`config.mk`:
```
export PLATFORM = sky130hd
export DESIGN_NAME = rst_sequencer
export DESIGN_NICKNAME = d
export VERILOG_FILES = /design/src/rtl/rst_seq_pkg.sv /design/src/rtl/rst_src_collect.sv /design/src/rtl/rst_req_sync.sv /design/src/rtl/rst_phase_fsm.sv /design/src/rtl/rst_capture.sv /design/src/rtl/rst_sequencer.sv
export SDC_FILE = /design/constraint.sdc
export NUM_CORES = 1
export LEC_CHECK = 0
export CORE_ASPECT_RATIO = 2
export CORE_MARGIN = 3
export CORE_UTILIZATION = 55
export CTS_BUF_LIST = sky130_fd_sc_hd__clkbuf_4
export CTS_CLUSTER_SIZE = 40
export DETAILED_ROUTE_END_ITERATION = 16
export DONT_BUFFER_PORTS = 1
export PLACE_DENSITY_LB_ADDON = 0.05
export SLEW_MARGIN = 40
export SYNTH_ARGS = -nofsm -noshare
export SYNTH_HDL_FRONTEND = slang
export SYNTH_HIERARCHICAL = 1
export SYNTH_SLANG_ARGS = --single-unit
```
`constraint.sdc`:
```
create_clock -name clk -period 5.5 [get_ports clk]
set_input_delay 1.1 -clock clk [delete_from_list [all_inputs] [get_ports clk]]
set_output_delay 1.1 -clock clk [all_outputs]
set_load 0.02 [all_outputs]
```
`src/rtl/rst_seq_pkg.sv`:
```
package rst_seq_pkg;
  // Request vector bit map; the cause register exposes this order.
  localparam int unsigned SRC_N       = 7;
  localparam int unsigned SRC_CHORD   = 0;
  localparam int unsigned SRC_PLL     = 1;
  localparam int unsigned SRC_CHKSTOP = 2;
  localparam int unsigned SRC_BUSMON  = 3;
  localparam int unsigned SRC_WDOG    = 4;
  localparam int unsigned SRC_JTAG    = 5;
  localparam int unsigned SRC_LINE    = 6;

  typedef logic [SRC_N-1:0] src_vec_t;

  typedef enum logic [1:0] {
    PH_IDLE = 2'd0,
    PH_HARD = 2'd1,
    PH_SOFT = 2'd2
  } phase_e;
endpackage

```
`src/rtl/rst_src_collect.sv`:
```
module rst_src_collect
  import rst_seq_pkg::*;
(
  input  logic     btn_soft,
  input  logic     btn_abort,
  input  logic     pll_lock_a,
  input  logic     pll_lock_b,
  input  logic     chkstop,
  input  logic     chkstop_rst_en,
  input  logic     busmon_tmo,
  input  logic     wdog_exp,
  input  logic     jtag_hreset,
  input  logic     hreset_line_i,
  output src_vec_t raw_req
);
  always_comb begin
    raw_req              = '0;
    raw_req[SRC_CHORD]   = btn_soft & btn_abort;
    raw_req[SRC_PLL]     = ~pll_lock_a | ~pll_lock_b;
    raw_req[SRC_CHKSTOP] = chkstop & chkstop_rst_en;
    raw_req[SRC_BUSMON]  = busmon_tmo;
    raw_req[SRC_WDOG]    = wdog_exp;
    raw_req[SRC_JTAG]    = jtag_hreset;
    raw_req[SRC_LINE]    = ~hreset_line_i;
  end
endmodule

```
`src/rtl/rst_req_sync.sv`:
```
module rst_req_sync #(
  parameter int unsigned W      = 7,
  parameter int unsigned STAGES = 2
) (
  input  logic         clk,
  input  logic         rst_n,
  input  logic [W-1:0] d,
  output logic [W-1:0] q
);
  logic [W-1:0] stg_q [STAGES];

  always_ff @(posedge clk or negedge rst_n) begin
    if (!rst_n) begin
      for (int i = 0; i < int'(STAGES); i++) stg_q[i] <= '0;
    end else begin
      stg_q[0] <= d;
      for (int i = 1; i < int'(STAGES); i++) stg_q[i] <= stg_q[i-1];
    end
  end

  assign q = stg_q[STAGES-1];
endmodule

```
`src/rtl/rst_phase_fsm.sv`:
```
module rst_phase_fsm
  import rst_seq_pkg::*;
#(
  parameter int unsigned PHASE_CYCLES = 512
) (
  input  logic     clk,
  input  logic     rst_n,
  input  src_vec_t req,
  output phase_e   phase,
  output logic     hard_start,
  output logic     hard_done,
  output src_vec_t req_eff
);
  localparam int unsigned CNT_W = (PHASE_CYCLES > 1) ? $clog2(PHASE_CYCLES) : 1;
  localparam logic [CNT_W-1:0] CNT_LAST = CNT_W'(PHASE_CYCLES - 1);

  phase_e           phase_q, phase_d;
  logic [CNT_W-1:0] cnt_q, cnt_d;
  logic             cnt_en;
  logic             any_req, at_last;

  always_comb begin
    req_eff = req;
    if (phase_q != PH_IDLE) req_eff[SRC_LINE] = 1'b0;
    any_req    = |req_eff;
    at_last    = (cnt_q == CNT_LAST);
    phase_d    = phase_q;
    cnt_d      = cnt_q;
    cnt_en     = 1'b0;
    hard_start = 1'b0;
    hard_done  = 1'b0;
    unique case (phase_q)
      PH_IDLE: begin
        if (any_req) begin
          phase_d    = PH_HARD;
          cnt_d      = '0;
          cnt_en     = 1'b1;
          hard_start = 1'b1;
        end
      end
      PH_HARD: begin
        cnt_en = 1'b1;
        if (at_last) begin
          phase_d   = PH_SOFT;
          cnt_d     = '0;
          hard_done = 1'b1;
        end else begin
          cnt_d = cnt_q + 1'b1;
        end
      end
      PH_SOFT: begin
        cnt_en = 1'b1;
        if (any_req) begin
          phase_d    = PH_HARD;
          cnt_d      = '0;
          hard_start = 1'b1;
        end else if (at_last) begin
          phase_d = PH_IDLE;
          cnt_d   = '0;
        end else begin
          cnt_d = cnt_q + 1'b1;
        end
      end
      default: begin
        phase_d = PH_IDLE;
        cnt_d   = '0;
        cnt_en  = 1'b1;
      end
    endcase
  end

  always_ff @(posedge clk or negedge rst_n) begin
    if (!rst_n) begin
      phase_q <= PH_IDLE;
      cnt_q   <= '0;
    end else begin
      phase_q <= phase_d;
      if (cnt_en) cnt_q <= cnt_d;
    end
  end

  assign phase = phase_q;
endmodule

```
`src/rtl/rst_capture.sv`:
```
module rst_capture
  import rst_seq_pkg::*;
#(
  parameter int unsigned        CFG_W       = 8,
  parameter logic [CFG_W-1:0]   CFG_DEFAULT = 'h5A
) (
  input  logic             clk,
  input  logic             rst_n,
  input  logic             hard_start,
  input  logic             hard_done,
  input  src_vec_t         req_eff,
  input  logic             rstconf_n,
  input  logic [CFG_W-1:0] ext_bus_hi,
  output src_vec_t         cause,
  output logic [CFG_W-1:0] cfg_word
);
  src_vec_t         cause_q, cause_d;
  logic [CFG_W-1:0] cfg_q, cfg_d;

  always_comb begin
    cause_d = req_eff;
    cfg_d   = rstconf_n ? CFG_DEFAULT : ext_bus_hi;
  end

  always_ff @(posedge clk or negedge rst_n) begin
    if (!rst_n) begin
      cause_q <= '0;
      cfg_q   <= CFG_DEFAULT;
    end else begin
      if (hard_start) cause_q <= cause_d;
      if (hard_done)  cfg_q   <= cfg_d;
    end
  end

  assign cause    = cause_q;
  assign cfg_word = cfg_q;
endmodule

```
`src/rtl/rst_sequencer.sv`:
```
module rst_sequencer
  import rst_seq_pkg::*;
#(
  parameter int unsigned      PHASE_CYCLES = 512,
  parameter int unsigned      SYNC_STAGES  = 2,
  parameter int unsigned      CFG_W        = 8,
  parameter logic [CFG_W-1:0] CFG_DEFAULT  = 'h5A
) (
  input  logic             clk,
  input  logic             rst_n,
  input  logic             btn_soft,
  input  logic             btn_abort,
  input  logic             pll_lock_a,
  input  logic             pll_lock_b,
  input  logic             chkstop,
  input  logic             chkstop_rst_en,
  input  logic             busmon_tmo,
  input  logic             wdog_exp,
  input  logic             jtag_hreset,
  input  logic             hreset_line_i,
  input  logic             rstconf_n,
  input  logic [CFG_W-1:0] ext_bus_hi,
  output logic             hreset_n_o,
  output logic             hreset_oe,
  output logic             sreset_n_o,
  output logic             sreset_oe,
  output logic [CFG_W-1:0] cfg_word,
  output logic [6:0]       hreset_cause
);
  src_vec_t raw_req, sync_req, req_eff, cause;
  phase_e   phase;
  logic     hard_start, hard_done;

  rst_src_collect u_collect (
    .btn_soft       (btn_soft),
    .btn_abort      (btn_abort),
    .pll_lock_a     (pll_lock_a),
    .pll_lock_b     (pll_lock_b),
    .chkstop        (chkstop),
    .chkstop_rst_en (chkstop_rst_en),
    .busmon_tmo     (busmon_tmo),
    .wdog_exp       (wdog_exp),
    .jtag_hreset    (jtag_hreset),
    .hreset_line_i  (hreset_line_i),
    .raw_req        (raw_req)
  );

  rst_req_sync #(.W(SRC_N), .STAGES(SYNC_STAGES)) u_sync (
    .clk   (clk),
    .rst_n (rst_n),
    .d     (raw_req),
    .q     (sync_req)
  );

  rst_phase_fsm #(.PHASE_CYCLES(PHASE_CYCLES)) u_fsm (
    .clk        (clk),
    .rst_n      (rst_n),
    .req        (sync_req),
    .phase      (phase),
    .hard_start (hard_start),
    .hard_done  (hard_done),
    .req_eff    (req_eff)
  );

  rst_capture #(.CFG_W(CFG_W), .CFG_DEFAULT(CFG_DEFAULT)) u_capture (
    .clk        (clk),
    .rst_n      (rst_n),
    .hard_start (hard_start),
    .hard_done  (hard_done),
    .req_eff    (req_eff),
    .rstconf_n  (rstconf_n),
    .ext_bus_hi (ext_bus_hi),
    .cause      (cause),
    .cfg_word   (cfg_word)
  );

  // Open-drain style: data pins only ever pull low; enables gate the pull.
  assign hreset_n_o   = 1'b0;
  assign sreset_n_o   = 1'b0;
  assign hreset_oe    = (phase == PH_HARD);
  assign sreset_oe    = (phase != PH_IDLE);
  assign hreset_cause = cause;
endmodule

```
==> results of run 1 <==
cell usage in the layout (no fill, tap or decap), types with 2 or more instances in the layout:
cell,instances
a21oi_2,2
a21oi_1,4
a22o_1,6
and3b_1,2
a31oi_1,2
conb_1,2
and2_1,3
dfrtp_1,36
ha_1,6
o21ai_1,4
and3_1,5
dfstp_2,4
o21ai_0,8
clkbuf_4,5
nand3b_1,4
nand2_1,4
nor2b_1,4
mux2_4,7
nand3_1,2
nor2_1,11
inv_1,8
registers in the layout (all words and copies together) (netlist names):
name and flops:
u_fsm/cnt_q 9, u_capture/cfg_word 8, u_capture/cause 7, u_sync/q 7
u_sync/stg_q 7, u_fsm/phase 2
worst max-delay path: cells and delay by family (launching register included):
family / cells / cell delay, ns
compound gates: 3 / 0.82
flops: 1 / 0.41
simple gates: 4 / 0.79
fa+ha+maj: 2 / 0.45
where the power goes:
group          total [mW]  switching [mW]  internal (mW)
Sequential          0.392          0.0613          0.331
Combinational       0.177          0.0924         0.0846
Clock               0.190          0.0955         0.0950
Total               0.759           0.249          0.510
cells by family after synthesis:
group,count (synthesis)
other cells,1
compound gates,31
mux,9
fa+ha+maj,6
flops,40
buf+inv,29
simple gates,43
final timing paths:
check,from,end,slack [ns],cells past startpoint
worst max-delay path,u_fsm/cnt_q[0],u_fsm/cnt_q[5],2.93,9
worst min-delay path,u_sync/stg_q[12],u_sync/q[5],0.36,0
worst max register to register,u_fsm/cnt_q[0],u_fsm/cnt_q[5],2.93,9
worst min register to register,u_sync/stg_q[12],u_sync/q[5],0.36,0
max in group asynchronous,rst_n,u_capture/cfg_word[1],4.89,0
min in group asynchronous,rst_n,u_fsm/cnt_q[7],0.43,0
final cells by class:
class,instances,area (um2)
Clock buffer,5,37.54
Clock inverter,3,42.54
Fill cell,258,1374
Inverter,8,30.03
Multi-Input combinational cell,91,700.7
Sequential cell,40,1006
Tap cell,31,38.79
per-layer routing:
layer | vias up | wire, um
li1 | 497 | -
met1 | 503 | 1075
met2 | 29 | 1792
met3 | 6 | 184
met4 | 0 | 68
met5 | - | 0
==> results.json, run 1 <==
{
  "synth_cell_type_count": 37,
  "layoutNonFillerInstCount": 178,
  "ant_nets": 0,
  "postPlaceCellArea_um2": 1775,
  "ir_drop_mv": 0.3051,
  "worst_pin_slew_ns": 0.6192,
  "portBuffers": 0,
  "critical_path.max_stage_delay_ns": 0.42,
  "hold_ws_ns": 0.3621,
  "yosys_warnings": 6,
  "power_density_nw_per_um2": 409.3,
  "tns_ns": 0,
  "route.detailed.drc": 0,
  "synth_seq_area_share_pct": 53.00,
  "cts-buffers-inserted": 5,
  "wl_per_cell_um": 17.53,
  "crit_top_cell": "and3_1",
  "power_mw": 0.7595,
  "antenna-diode-count": 0,
  "fin_crit_sh_pct": 46.64,
  "synth_commonest_cells": "dfrtp_1 (36), buf_4 (18), nor2_1 (11)",
  "vias": 1035,
  "min_path_type": "reg2reg",
  "synth_top_family_by_area": "simple AND/OR/NAND/NOR gates",
  "drv_cap": 0,
  "synth-edff-count": 0,
  "synth_xor_area_share_pct": 0,
  "clock_latency_ns": 0.34,
  "root_buffer": "clkbuf_4",
  "path_class": "reg2reg",
  "ios": 40,
  "ys.flop_type": "dfrtp_1",
  "synth_compound_area_share_pct": 11.60,
  "cts-resized-gates": 0,
  "syn_to_final_growth_pct": -2.241,
  "postCtsSetupRepairBufs": 0,
  "cp_data_arrival_time_ns": 2.80,
  "firstDrtPassIters": 3,
  "required_ns": 5.74,
  "grt_start_max_net_pins": 41,
  "synth_seq_cells": 40,
  "fp.coreArea_um2": 3229,
  "start_util_pct": 58.78,
  "fmax_ghz": 0.3899,
  "htreeDepth": 2,
  "grt_pass1_vias": 1107,
  "crit_fanout": 8,
  "finalWirelength_mm": 3.121,
  "use_met3_pct": 6.452,
  "synthArstFlopShare_pct": 100.0,
  "die-area_um2": 4235,
  "syn-cell-area_um2": 1898,
  "post-route-util_pct": 57.46,
  "layout_setup_ws_ns": 2.935,
  "post-place-cells": 170,
  "synth.top_cell.area_share_pct": 47.46,
  "ys_top_cells_by_area": "dfrtp_1 (47%), buf_4 (7.1%), dfstp_2 (5.5%)",
  "clock-sinks": 40,
  "finalClockSkew_ns": 0.006784,
  "die_w_um": 47.54,
  "preCtsSetupSlack_ns": 2.954,
  "slew_headroom_pct": 58.72,
  "overflow": 0,
  "synth_most_common_cell": "dfrtp_1",
  "synth_cells": 159,
  "syn_area_per_cell_um2": 11.94,
  "cp-start-kind": "flop",
  "routabilityCongestion": 0.7487,
  "clk_pin_slew_ns": 0.12,
  "drive_gt1_share_pct": 19.73,
  "leakagePower_nw": 0.8723,
  "end_kind": "flop",
  "grt_first_pass_wirelength_mm": 5.119,
  "design_area_um2": 1856,
  "via_per_inst": 5.815,
  "yosys.area.top_type": "dfrtp_1",
  "status": "finished clean",
  "gr-usage-met2_pct": 30.93,
  "finalCriticalPeriod_ns": 2.565,
  "cts_tree": "yes",
  "clk_path_buf_depth": 2,
  "ctsHoldBuffers": 0,
  "dp_hpwl_mm": 2.383,
  "crit_chain": "ha_1 -> and3_1 -> and3_1 -> and3_1 -> ha_1 -> and3b_1 -> a31oi_2 -> o21ai_0 -> a22o_1",
  "slew_violations": 0,
  "grt_use_total_pct": 17.66,
  "drt-initial-drc-count": 23,
  "hold_violations": 0,
  "setup_viol": 0,
  "die_height_um": 89.08,
  "rsz0062_at_grt": "false",
  "rows": 29,
  "synth_mux_area_share_pct": 6.658,
  "nNetsFinal": 173,
  "met1_usage_pct": 17.46,
  "antenna_found_initial": 0,
  "busiest_layer": "met2",
  "cp_slowest_cell": "a31oi_2",
  "synth-adder-area-share_pct": 3.955,
  "synth-simple-area-share_pct": 14.11
}
(Power assumes the default switching activity.)
==> inputs of run 2 (changes only) <==
ABC_AREA = 1   (was not set)
clock period = 2.4 ns   (was 5.5 ns; I/O delays follow)
==> run 2 against run 1 <==
Compared with the run above:
- cell area increased by 2.6%
- clock-buffer cell count unchanged
- highest routed layer unchanged
- global-route usage rose by 1.3 points
- critical endpoint is now u_capture/cfg_word[2]
- wire length grew 12%
- first-iteration DRC count increased by 4.3%
- final cell count increased by 34%
- sequential share of layout area down 1.4 points
- clock power up 140%
- critical path type unchanged
==> results.json, run 2 <==
{
  "drive_gt1_share_pct": 12.08,
  "cts-buffers-inserted": 5,
  "grt_first_pass_wirelength_mm": 5.658,
  "hold_end": "u_sync/stg_q[10]",
  "min_path_type": "in2reg",
  "hold_start": "busmon_tmo",
  "antenna_found_initial": 0,
  "die_w_um": 47.71,
  "ys.flop_type": "dfrtp_1",
  "root_buffer": "clkbuf_4",
  "power_density_nw_per_um2": 901.3,
  "worst_pin_slew_ns": 0.5486,
  "rsz0062_at_grt": "false",
  "setup_viol": 0,
  "regToRegSetupSlack_ns": 0.48,
  "tns_ns": 0,
  "die-area_um2": 4265,
  "overflow": 0,
  "firstDrtPassIters": 4,
  "slew_headroom_pct": 63.38,
  "fin_crit_sh_pct": 80.19,
  "yosys_warnings": 6,
  "crit_fanout": 10,
  "crit_top_cell": "nand2_1",
  "largest-register": "u_fsm/cnt_q",
  "wl_met3_um": 165,
  "syn_to_final_growth_pct": -0.5230,
  "clock-sinks": 40,
  "post-place-cells": 228,
  "clk_path_buf_depth": 2,
  "finalCriticalPeriod_ns": 1.925,
  "post-route-util_pct": 58.28,
  "final_common_cell": "nand2_1",
  "layoutNonFillerInstCount": 238,
  "drv_cap": 0,
  "grt_use_total_pct": 18.95,
  "ios": 40,
  "end_kind": "flop",
  "synth_most_common_cell": "nand2_1",
  "path_class": "reg2reg",
  "ir_drop_mv": 0.5147,
  "fmax_ghz": 0.5196,
  "highest_layer": "met4",
  "synthArstFlopShare_pct": 100.0,
  "nNetsFinal": 233,
  "largest_reg_flops": 9,
  "yosys.area.top_type": "dfrtp_1",
  "status": "finished clean",
  "wl_per_cell_um": 14.66,
  "met1_length_mm": 1.298,
  "wl_met2_mm": 1.958,
  "critical_path.max_stage_delay_ns": 0.39,
  "finalWirelength_mm": 3.488,
  "postPlaceCellArea_um2": 1787,
  "synth-edff-count": 0,
  "htreeDepth": 2,
  "start_util_pct": 58.58,
  "syn_area_per_cell_um2": 8.816,
  "ys_top_cells_by_area": "dfrtp_1 (47%), nand2_1 (14%), buf_4 (7.1%)",
  "grt_start_max_net_pins": 41,
  "leakagePower_nw": 0.9863,
  "r2r-start": "u_fsm/cnt_q[0]",
  "worst_r2r_endpoint": "u_capture/cfg_word[2]",
  "slew_violations": 0,
  "cp_data_arrival_time_ns": 2.16,
  "synth.top_cell.area_share_pct": 47.09,
  "clock_latency_ns": 0.36,
  "cp_slowest_cell": "dfrtp_1",
  "synth_seq_cells": 40,
  "hold_ws_ns": 0.1317,
  "syn-cell-area_um2": 1913,
  "vias": 1273,
  "grt_pass1_vias": 1337,
  "via_per_inst": 5.349,
  "clk_pin_slew_ns": 0.13,
  "antenna-diode-count": 0,
  "rows": 29,
  "drt-initial-drc-count": 24,
  "reg2reg_depth": 9,
  "ant_nets": 0,
  "synth_commonest_cells": "nand2_1 (69), dfrtp_1 (36), inv_1 (28)",
  "routabilityCongestion": 0.8380,
  "dp_hpwl_mm": 2.570,
  "layout_common_cells": "nand2_1 (69), dfrtp_1 (36), inv_1 (28)",
  "synth_cells": 217,
  "cp-start-kind": "flop",
  "required_ns": 2.64,
  "cts_tree": "yes",
  "portBuffers": 0,
  "synth_cell_type_count": 22,
  "die_height_um": 89.41,
  "fp.coreArea_um2": 3266,
  "route.detailed.drc": 0,
  "hold_violations": 0,
  "crit_chain": "ha_1 -> nand2_1 -> nor4_1 -> ha_1 -> nand2_1 -> inv_1 -> inv_2 -> nand2_1 -> nand2_1",
  "finalClockSkew_ns": 0.01726,
  "synth_seq_area_share_pct": 52.58,
  "holdPathStages": 0,
  "design_area_um2": 1903
}
## run 2: timing repair
action	4_1_cts	5_1_grt
resized for setup	0	0
buffers inserted	0	0
hold buffers	2	0
hold endpoints to repair	40	0
## run 2: power breakdown
group	total (mW)	internal (mW)	switching [mW]
clock	0.457	0.222	0.235
sequential	0.887	0.759	0.128
combinational	0.371	0.106	0.265
## run 2: worst max path at each step
stage	start	end	slack, ns	cells after the start
6_report	u_fsm/cnt_q[0]	u_capture/cfg_word[2]	0.48	9
5_1_grt	u_fsm/cnt_q[0]	u_capture/cfg_word[2]	0.29	9
4_1_cts	u_fsm/phase[0]	u_capture/cause[0]	0.27	7
3_5_place_dp	u_fsm/phase[0]	u_capture/cause[0]	0.28	7
3_3_place_gp	u_fsm/phase[1]	u_capture/cause[5]	0.43	7
2_1_floorplan	u_fsm/cnt_q[0]	u_capture/cfg_word[5]	0.83	10
## run 2: metal layers
metal  track usage, %  vias to the layer above
met2            34.86                       33
met3            4.839                        6
met1            18.11                      611
met4            8.578                        0
li1                 -                      623
met5                0                        -
## run 2: critical path, delay by kind of cell, from the launching register on
| kind | cells | cell delay [ns] |
|---|---|---|
| buffers and inverters | 2 | 0.36 |
| and+or+nand+nor | 5 | 0.63 |
| DFF | 1 | 0.39 |
| adders and majority gates | 2 | 0.44 |
## run 2: cell families after synthesis
logic type	after synthesis	share of synthesized area [%]
XOR/XNOR	1	0.4579
other	1	0.1960
AND/OR/NAND/NOR	107	24.40
adder cells (fa/ha/maj)	6	3.924
flip-flops	40	52.58
AO/OA/AOI/OAI	12	3.925
buffers and inverters	50	14.52
## run 2: through the flow
step                setup slack (ns)  power (mW)
global route                  0.2893       1.823
CTS                           0.2684       1.730
floorplan                     0.8256       1.201
detailed placement            0.2787       1.250
global placement              0.4272       1.225
finish                        0.4754       1.715
## run 2: layout make-up
cell class / count / area, um2
fillers: 286 / 1363
flip-flops and latches: 40 / 1006
multi-input cells: 128 / 635.6
inverters: 29 / 108.9
clock inverters: 3 / 46.29
well taps: 31 / 38.79
clock buffers: 5 / 37.54
repair buffers: 2 / 30.03
==> inputs of run 3 (changes only) <==
clock period = 1.8 ns   (was 2.4 ns; I/O delays follow)
==> run 3 against run 2 <==
Compared with the run above:
- via count up 2.7%
- wire length down 2.3%
- setup slack worse by 0.31 ns
- first-iteration DRC count down 29%
- global-route usage down 0.41 points
- total power up 31%
- worst hold slack worse by 0.099 ns
- critical path depth up 2
- highest routed layer unchanged
==> results.json, run 3 (same netlist as run 2, synthesis figures left out) <==
{
  "status": "finished clean",
  "root_buffer": "clkbuf_4",
  "routabilityCongestion": 0.7801,
  "hold_start": "jtag_hreset",
  "route.detailed.drc": 0,
  "holdPathStages": 0,
  "rows": 29,
  "post-place-cells": 237,
  "wl_met2_mm": 1.964,
  "largest-register": "u_fsm/cnt_q",
  "largest_reg_flops": 9,
  "htreeDepth": 2,
  "worst_r2r_endpoint": "u_fsm/cnt_q[2]",
  "highest_layer": "met4",
  "power_mw": 2.242,
  "met1_length_mm": 1.225,
  "cts_tree": "yes",
  "ios": 40,
  "hold_violations": 0,
  "cts-buffers-inserted": 5,
  "tns_ns": 0,
  "path_class": "reg2reg",
  "nNetsFinal": 249,
  "die_w_um": 47.71,
  "finalWirelength_mm": 3.407,
  "fp.coreArea_um2": 3266,
  "cp-start-kind": "flop",
  "finalClockSkew_ns": 0.01315,
  "clk_path_buf_depth": 2,
  "fmax_ghz": 0.6115,
  "via_per_inst": 5.146,
  "die_height_um": 89.41,
  "combinationalPowerShare_pct": 28.1,
  "finalCriticalPeriod_ns": 1.635,
  "clk_pin_slew_ns": 0.11,
  "layout_common_cells": "nand2_1 (69), dfrtp_1 (36), inv_1 (26)",
  "required_ns": 2.04,
  "reg2reg_depth": 11,
  "hold_end": "u_sync/stg_q[12]",
  "drv_cap": 0,
  "pwr-share-clk_pct": 19.7,
  "ir_drop_mv": 0.5697,
  "dp_hpwl_mm": 2.505,
  "leakagePower_nw": 1.047,
  "firstDrtPassIters": 4,
  "grt_use_total_pct": 18.54,
  "vias": 1307,
  "slew_violations": 0,
  "postPlaceCellArea_um2": 1879,
  "grt_start_max_net_pins": 41,
  "fin_crit_sh_pct": 90.86,
  "ant_nets": 0,
  "min_path_type": "in2reg",
  "grt_first_pass_wirelength_mm": 5.561,
  "portBuffers": 0,
  "antenna_found_initial": 0,
  "clock_latency_ns": 0.34,
  "p_sw_share_pct": 36.85,
  "end_kind": "flop",
  "wl_per_cell_um": 13.41,
  "pwr-share-seq_pct": 52.2,
  "clock-sinks": 40,
  "r2r-start": "u_fsm/phase[1]",
  "cp_data_arrival_time_ns": 1.88,
  "design_area_um2": 2073,
  "overflow": 0,
  "drt-initial-drc-count": 17,
  "die-area_um2": 4265,
  "slew_headroom_pct": 65.95,
  "regToRegSetupSlack_ns": 0.16,
  "p_int_mw": 1.416,
  "antenna-diode-count": 0,
  "drive_gt1_share_pct": 20.18,
  "grt_pass1_vias": 1302,
  "p_switching_mw": 0.8263,
  "layoutNonFillerInstCount": 254,
  "setup_viol": 0,
  "wl_met3_um": 146,
  "final_common_cell": "nand2_1",
  "power_density_nw_per_um2": 1082,
  "fillers": 278,
  "worst_pin_slew_ns": 0.5101,
  "start_util_pct": 58.58,
  "crit_fanout": 7,
  "syn_to_final_growth_pct": 8.372
}
==> run 3: cell count changes in the layout (fill, tap and decap cells not counted), sizes merged <==
| cell | delta |
|---|---|
| buf | +14 |
| dlygate4sd3 | +2 |
| inv | -2 |
| bufinv | -1 |
| clkbuf | +1 |
| clkinv | +1 |
| clkinvlp | +1 |
==> run 3: layer usage <==
metal,GRT usage [%],vias to the layer above
met1,19.09,617
met2,31.72,27
met4,9.559,0
li1,-,656
met5,0,-
met3,5.645,7
==> run 3: timing repair <==
action	4_1_cts	5_1_grt
hold endpoints to repair	40	2
hold buffers	2	2
pin swaps	0	3
gates resized for setup	3	6
setup buffers	0	5
endpoints found under the setup margin	7	20
==> run 3: power groups by stage <==
stage               sequential [mW]  clock (mW)  combinational (mW)
finish                         1.17       0.441               0.630
floorplan                      1.18           0               0.423
global route                   1.19       0.509               0.712
detailed placement             1.20           0               0.542
global placement               1.19           0               0.519
CTS                            1.18       0.460               0.573
==> run 3: how the worst max path moves through the flow <==
stage	startpoint	endpoint	slack [ns]	depth (start not counted)
after floorplan	u_fsm/cnt_q[0]	u_capture/cfg_word[5]	0.23	10
after global placement	u_fsm/cnt_q[0]	u_capture/cfg_word[2]	0.03	9
after detailed placement	u_fsm/phase[1]	u_capture/cause[5]	-0.04	7
after CTS	u_fsm/cnt_q[0]	u_fsm/cnt_q[3]	0.03	7
after global routing	u_fsm/phase[0]	u_fsm/cnt_q[2]	-0.007	11
final	u_fsm/phase[1]	u_fsm/cnt_q[2]	0.16	11
==> run 3: area by class of cell <==
| type | instances | area [um2] | area share [%] |
|---|---|---|---|
| tap | 31 | 38.79 | 1.871 |
| clock inverter | 2 | 12.51 | 0.6035 |
| multi-input combinational | 128 | 665.6 | 32.11 |
| clock buffer | 6 | 45.04 | 2.173 |
| inverter | 29 | 112.6 | 5.431 |
| timing repair buffer | 18 | 192.7 | 9.294 |
| sequential | 40 | 1006 | 48.52 |
==> run 3: worst max-delay path, stage by stage, from the launching register on <==
cell	delay [ns]
dfrtp_1	0.39
inv_1	0.08
ha_2	0.18
nand2_1	0.08
nand2_2	0.09
nor2_4	0.04
buf_4	0.15
nand2_8	0.09
clkinvlp_4	0.16
buf_4	0.17
nand2_1	0.04
nand2_1	0.05
==> run 3: stage by stage <==
step | hold slack (ns) | util (%) | setup slack [ns]
3_3_place_gp | 0.06519 | 57.55 | 0.02916
6_report | 0.03279 | 63.49 | 0.1646
3_5_place_dp | 0.06523 | 57.55 | -0.03643
2_1_floorplan | 0.06441 | - | 0.2256
5_1_grt | 0.007695 | 63.49 | -0.007249
4_1_cts | 0.007001 | 60.57 | 0.03357
